File: src/rtl/brg_fwd_pkg.sv
package brg_fwd_pkg;

  typedef enum logic [2:0] {
    SEL_IO_BASE  = 3'd0,
    SEL_IO_LIM   = 3'd1,
    SEL_MEM_BASE = 3'd2,
    SEL_MEM_LIM  = 3'd3,
    SEL_PF_BASE  = 3'd4,
    SEL_PF_LIM   = 3'd5,
    SEL_CTRL     = 3'd6
  } cfg_sel_e;

  // Control word: bit3 isa, bit2 master, bit1 mem_en, bit0 io_en
  typedef struct packed {
    logic isa;
    logic master;
    logic mem_en;
    logic io_en;
  } ctl_t;

  localparam int CTL_W = 4;

endpackage

File: src/rtl/brg_cfg_regs.sv
module brg_cfg_regs
  import brg_fwd_pkg::*;
#(
  parameter int ADDR_W   = 32,
  parameter int IO_GRAN  = 12,
  parameter int MEM_GRAN = 20,
  parameter int N_MEMWIN = 2,
  localparam int IO_HW   = ADDR_W - IO_GRAN,
  localparam int MEM_HW  = ADDR_W - MEM_GRAN
) (
  input  logic                             clk,
  input  logic                             rst,
  input  logic                             cfg_we,
  input  logic [2:0]                       cfg_sel,
  input  logic [ADDR_W-1:0]                cfg_wdata,
  output logic [IO_HW-1:0]                 io_base,
  output logic [IO_HW-1:0]                 io_lim,
  output logic [N_MEMWIN-1:0][MEM_HW-1:0]  mem_base,
  output logic [N_MEMWIN-1:0][MEM_HW-1:0]  mem_lim,
  output ctl_t                             ctl
);

  logic unused_wbits;
  assign unused_wbits = ^cfg_wdata[IO_GRAN-1:CTL_W];

  always_ff @(posedge clk) begin
    if (rst) begin
      io_base <= '0;
      io_lim  <= '0;
      ctl     <= '0;
    end else if (cfg_we) begin
      if (cfg_sel == SEL_IO_BASE) io_base <= cfg_wdata[ADDR_W-1:IO_GRAN];
      if (cfg_sel == SEL_IO_LIM)  io_lim  <= cfg_wdata[ADDR_W-1:IO_GRAN];
      if (cfg_sel == SEL_CTRL)    ctl     <= ctl_t'(cfg_wdata[CTL_W-1:0]);
    end
  end

  for (genvar g = 0; g < N_MEMWIN; g++) begin : g_memwin
    localparam logic [2:0] BASE_SEL = 3'(SEL_MEM_BASE + 2 * g);
    localparam logic [2:0] LIM_SEL  = 3'(SEL_MEM_LIM + 2 * g);
    always_ff @(posedge clk) begin
      if (rst) begin
        mem_base[g] <= '0;
        mem_lim[g]  <= '0;
      end else if (cfg_we) begin
        if (cfg_sel == BASE_SEL) mem_base[g] <= cfg_wdata[ADDR_W-1:MEM_GRAN];
        if (cfg_sel == LIM_SEL)  mem_lim[g]  <= cfg_wdata[ADDR_W-1:MEM_GRAN];
      end
    end
  end

endmodule

File: src/rtl/brg_win_match.sv
module brg_win_match #(
  parameter int ADDR_W = 32,
  parameter int GRAN   = 12,
  localparam int HW    = ADDR_W - GRAN
) (
  input  logic [HW-1:0] base,
  input  logic [HW-1:0] lim,
  input  logic [HW-1:0] page,
  output logic          hit
);

  logic win_ok;

  always_comb begin
    win_ok = (base <= lim);
    hit    = win_ok && (page >= base) && (page <= lim);
  end

endmodule

File: src/rtl/brg_fwd_rule.sv
module brg_fwd_rule
  import brg_fwd_pkg::*;
#(
  parameter int ADDR_W     = 32,
  parameter int ISA_SPAN_W = 16,
  parameter int ISA_BLK_W  = 10,
  parameter int ISA_FWD_W  = 8,
  localparam int HI_W      = ADDR_W - ISA_SPAN_W,
  localparam int OFS_W     = ISA_BLK_W - ISA_FWD_W
) (
  input  logic             is_mem,
  input  logic             from_sec,
  input  logic [HI_W-1:0]  addr_hi,
  input  logic [OFS_W-1:0] addr_ofs,
  input  logic             io_hit,
  input  logic             mem_hit,
  input  ctl_t             ctl,
  output logic             claim,
  output logic             up
);

  logic below_span;
  logic isa_alias;

  always_comb begin
    below_span = (addr_hi == '0);
    isa_alias  = ctl.isa && below_span && (addr_ofs != '0);
    unique case ({is_mem, from_sec})
      2'b00:   claim = ctl.io_en  && io_hit && !isa_alias;
      2'b01:   claim = ctl.master && (!io_hit || isa_alias);
      2'b10:   claim = ctl.mem_en && mem_hit;
      default: claim = ctl.master && !mem_hit;
    endcase
    up = claim && from_sec;
  end

endmodule

File: src/rtl/brg_fwd_decode.sv
module brg_fwd_decode
  import brg_fwd_pkg::*;
#(
  parameter int ADDR_W     = 32,
  parameter int IO_GRAN    = 12,
  parameter int MEM_GRAN   = 20,
  parameter int ISA_SPAN_W = 16,
  parameter int ISA_BLK_W  = 10,
  parameter int ISA_FWD_W  = 8
) (
  input  logic              clk,
  input  logic              rst,
  input  logic              cfg_we,
  input  logic [2:0]        cfg_sel,
  input  logic [ADDR_W-1:0] cfg_wdata,
  input  logic              req_valid,
  input  logic [ADDR_W-1:0] req_addr,
  input  logic              req_is_mem,
  input  logic              req_from_sec,
  output logic              rsp_valid,
  output logic              rsp_claim,
  output logic              rsp_up
);

  localparam int N_MEMWIN = 2;
  localparam int IO_HW    = ADDR_W - IO_GRAN;
  localparam int MEM_HW   = ADDR_W - MEM_GRAN;

  logic [IO_HW-1:0]                io_base_q, io_lim_q;
  logic [N_MEMWIN-1:0][MEM_HW-1:0] mem_base_q, mem_lim_q;
  ctl_t                            ctl_q;
  logic                            io_hit;
  logic [N_MEMWIN-1:0]             win_hit;
  logic                            claim_d, up_d;

  logic unused_abits;
  assign unused_abits = ^{req_addr[IO_GRAN-1:ISA_BLK_W], req_addr[ISA_FWD_W-1:0]};

  brg_cfg_regs #(
    .ADDR_W(ADDR_W), .IO_GRAN(IO_GRAN), .MEM_GRAN(MEM_GRAN), .N_MEMWIN(N_MEMWIN)
  ) i_regs (
    .clk(clk), .rst(rst), .cfg_we(cfg_we), .cfg_sel(cfg_sel), .cfg_wdata(cfg_wdata),
    .io_base(io_base_q), .io_lim(io_lim_q),
    .mem_base(mem_base_q), .mem_lim(mem_lim_q), .ctl(ctl_q)
  );

  brg_win_match #(.ADDR_W(ADDR_W), .GRAN(IO_GRAN)) i_io_win (
    .base(io_base_q), .lim(io_lim_q),
    .page(req_addr[ADDR_W-1:IO_GRAN]), .hit(io_hit)
  );

  for (genvar g = 0; g < N_MEMWIN; g++) begin : g_mwin
    brg_win_match #(.ADDR_W(ADDR_W), .GRAN(MEM_GRAN)) i_mem_win (
      .base(mem_base_q[g]), .lim(mem_lim_q[g]),
      .page(req_addr[ADDR_W-1:MEM_GRAN]), .hit(win_hit[g])
    );
  end

  brg_fwd_rule #(
    .ADDR_W(ADDR_W), .ISA_SPAN_W(ISA_SPAN_W),
    .ISA_BLK_W(ISA_BLK_W), .ISA_FWD_W(ISA_FWD_W)
  ) i_rule (
    .is_mem(req_is_mem), .from_sec(req_from_sec),
    .addr_hi(req_addr[ADDR_W-1:ISA_SPAN_W]),
    .addr_ofs(req_addr[ISA_BLK_W-1:ISA_FWD_W]),
    .io_hit(io_hit), .mem_hit(|win_hit), .ctl(ctl_q),
    .claim(claim_d), .up(up_d)
  );

  always_ff @(posedge clk) begin
    if (rst) begin
      rsp_valid <= 1'b0;
      rsp_claim <= 1'b0;
      rsp_up    <= 1'b0;
    end else begin
      rsp_valid <= req_valid;
      rsp_claim <= req_valid && claim_d;
      rsp_up    <= req_valid && up_d;
    end
  end

endmodule

File: config.mk
export PLATFORM = sky130hd
export DESIGN_NAME = brg_fwd_decode
export DESIGN_NICKNAME = d
export VERILOG_FILES = /design/src/rtl/brg_fwd_pkg.sv /design/src/rtl/brg_cfg_regs.sv /design/src/rtl/brg_win_match.sv /design/src/rtl/brg_fwd_rule.sv /design/src/rtl/brg_fwd_decode.sv
export SDC_FILE = /design/constraint.sdc
export NUM_CORES = 1
export LEC_CHECK = 0
export BUFFER_PORTS_ARGS = -buffer_cell sky130_fd_sc_hd__buf_2
export CAP_MARGIN = 20
export CORE_ASPECT_RATIO = 1.25
export CORE_MARGIN = 2
export CORE_UTILIZATION = 50
export CTS_CLUSTER_SIZE = 40
export DETAILED_ROUTE_END_ITERATION = 8
export GPL_ROUTABILITY_DRIVEN = 1
export PLACE_DENSITY = 0.7
export RECOVER_POWER = 25
export SYNTH_ARGS = -nofsm -noshare
export SYNTH_HDL_FRONTEND = slang
export SYNTH_SLANG_ARGS = --single-unit
File: constraint.sdc
create_clock -name clk -period 2.58 [get_ports clk]
set_input_delay 0.258 -clock clk [delete_from_list [all_inputs] [get_ports clk]]
set_output_delay 0.258 -clock clk [all_outputs]
set_load 0.01 [all_outputs]
==> impl_metrics.toml <==
[synth]
synthCells = 832
synth_top_family_by_area = "adder cells"
syn_nets = 1037
synthSimpleGateAreaFrac_pct = 20.07
avgSynthCellArea_sq_um = 7.763
ys.flop_type = "dfxtp_1"
synth_mux_area_share_pct = 0.7749
synthAdderAreaFrac_pct = 25.57
ys_seq_area_share_pct = 29.45
synth.distinct_cells = 44
synth_compound_gate_area_share_pct = 17.40
yosys_warnings = 0
ys_ff_latch = 95
synth_xor_area_share_pct = 0
syn_area_sq_um = 6459
synth_edf_count = 0
async_reset_ff_share_pct = 0

[status]
status = "complete, no violations"

[finish]
multi_input_area_sq_um = 4151
fin_util_pct = 57.33
fillCellCount = 1232
finalNetCount = 1090
final_cell_area_sq_um = 7259
final_cells = 1058
final_common_cell = "nand2_1"
seqCellArea_sq_um = 1902
drive_gt1_share_pct = 10.12
syn_to_final_growth_pct = 12.40
layout_common_cells = "nand2_1, ha_1, a21oi_1, dfxtp_1, inv_1"

[place]
port-buffer-count = 57
dpl_worst_slack_ns = 0.03872
post-place-cells = 1042
post-dp-hpwl_microns = 12940
placed_area_sq_um = 6949
place.gp.congestion = 0.8721

[critical_path]
rr_worst_depth = 10
criticalPathCategory = "reg2reg"
crit_fanout = 3
end_kind = "flop"
r2r-start = "i_regs.mem_base[2]"
r2r_end = "rsp_claim"
start_kind = "flop"
required_ns = 2.81
reg2reg_slack_ns = 0.12
arrival_ns = 2.69

[global_routing]
grt_overflow_total = 0
grt_pass1_vias = 5460
grt_max_degree = 34
antenna_found_initial = 1
grt_pass1_wl_microns = 26240
grtUsageTotal_pct = 24.25

[drt]
routed.top_layer = "met4"
wl_per_cell_microns = 15.49
wl_met2_microns = 8525
first_pass_iters = 4
drc = 0
routed_wl_microns = 16390
vias = 5713
ant_nets = 0
routed-wl-met3_microns = 653
met1_length_microns = 6879
viasPerCell = 5.400
drtIter0Drc = 353

[floorplanning]
fp-row-count = 46
start_util_pct = 51.01
coreArea_sq_um = 12660
die_w_microns = 105.7
die_area_sq_um = 13850
boundaryPins = 76
die_h_microns = 131.1

[timing]
setup_tns_ns = 0
worst_slew_pin_slew_ns = 1.293
period_share_pct = 95.36
drv_slew = 0
rsz0062_at_grt = "no"
hold_viol = 0
fmax_mhz = 406.5
fin_ws_ns = 0.1198
relSlewSlack_pct = 13.77
min_period_ns = 2.460
skew_ns = 0.004850
setup_viol = 0
hold_slack_ns = 0.1617

[clock_network]
numCtsBuffers = 9
cts_setup_buffers = 0
cts_buffer_depth = 2
cts_tree = "built"
cts.sinks = 95
htree_levels = 3
cts.clk_slew.worst_paths_ns = 0.07
root_buffer = "clkbuf_16"
clock_latency_ns = 0.34

[pwr]
powerDensity_nw_per_um2 = 474.3
total_power_mw = 3.443
power_leakage_nw = 2.862
ir_worst_vdd_uv = 402.5

[flow_run]
drv_cap = 0

[hold_path]
min_to = "i_regs.ctl[2]"
hold_path.startpoint = "cfg_wdata[2]"
holdCritPathClass = "in2reg"
worstHoldPathCells = 3
-- cells in the mapped netlist, types with 3 or more instances --
cell	n	area, sq um
a211oi_1	10	75.07
o21ai_0	5	25.02
a21o_1	12	90.09
nor3_1	7	35.03
inv_1	90	337.8
mux2i_1	5	50.05
and4_1	3	26.28
clkbuf_1	26	97.59
nand4_1	22	137.6
ha_1	132	1652
o21ai_1	3	15.01
nand2b_1	6	37.54
a211o_1	3	26.28
nor2_1	18	67.56
o211ai_1	5	37.54
a21oi_1	128	640.6
nor4_1	5	31.28
nand3_1	16	80.08
nor2b_1	10	62.56
nand2_1	201	754.5
dfxtp_1	95	1902
a2111oi_0	3	26.28
-- cell families (layout without fill, tap and decap cells) --
kind of cell | count (synthesis) | count (layout)
other cells | 0 | 1
flops | 95 | 95
compound gates | 189 | 189
mux | 5 | 5
fa+ha+maj | 132 | 132
buf+inv | 116 | 173
simple gates | 295 | 295
-- timing repair --
action                                  4_1_cts  5_1_grt
hold buffers                                  0        0
endpoints found under the hold margin         0        0
endpoints found under the setup margin        0        1
gates resized for setup                       0        5
-- final cells by class --
class / count / area share (%)
Antenna cell: 1 / 0.03447
Clock buffer: 10 / 3.292
Clock inverter: 5 / 0.8101
Inverter: 90 / 4.654
Multi-Input combinational cell: 621 / 57.19
Sequential cell: 95 / 26.20
Tap cell: 168 / 2.896
Timing Repair Buffer: 68 / 4.929
-- flip-flops by register name, indices dropped and copies added, names as in the netlist --
signal / flops
i_regs.ctl: 4
i_regs.io_base: 20
i_regs.mem_lim: 24
i_regs.mem_base: 24
i_regs.io_lim: 20
rsp_valid: 1
rsp_claim: 1
rsp_up: 1
-- critical path, cell delays in order, from the launching register on --
cell and delay, ns:
dfxtp_1 0.38, inv_1 0.07, ha_1 0.30, a211o_1 0.29
a31oi_1 0.22, nor4_1 0.09, o2111ai_2 0.22, a221oi_2 0.10
a22oi_2 0.31, o22ai_1 0.14, a31o_1 0.23
-- per-layer routing --
layer,vias to the layer above,GRT usage (%)
met2,109,47.48
met5,-,0
li1,2986,-
met3,24,3.213
met1,2594,27.13
met4,0,7.817
-- how the worst max path moves through the flow --
stage / start / end
floorplan: i_regs.mem_lim[5] / rsp_claim
global placement: req_addr[20] / rsp_claim
detailed placement: req_addr[20] / rsp_claim
CTS: i_regs.mem_base[2] / rsp_claim
global route: i_regs.mem_base[2] / rsp_claim
finish: i_regs.mem_base[2] / rsp_claim
-- where the power goes --
group / leakage (nW) / switching, mW / internal [mW]
clock network: 0.141 / 0.576 / 0.773
registers: 0.769 / 0.0194 / 1.50
logic: 1.95 / 0.343 / 0.234
total: 2.86 / 0.939 / 2.50
(Power assumes the default switching activity.)
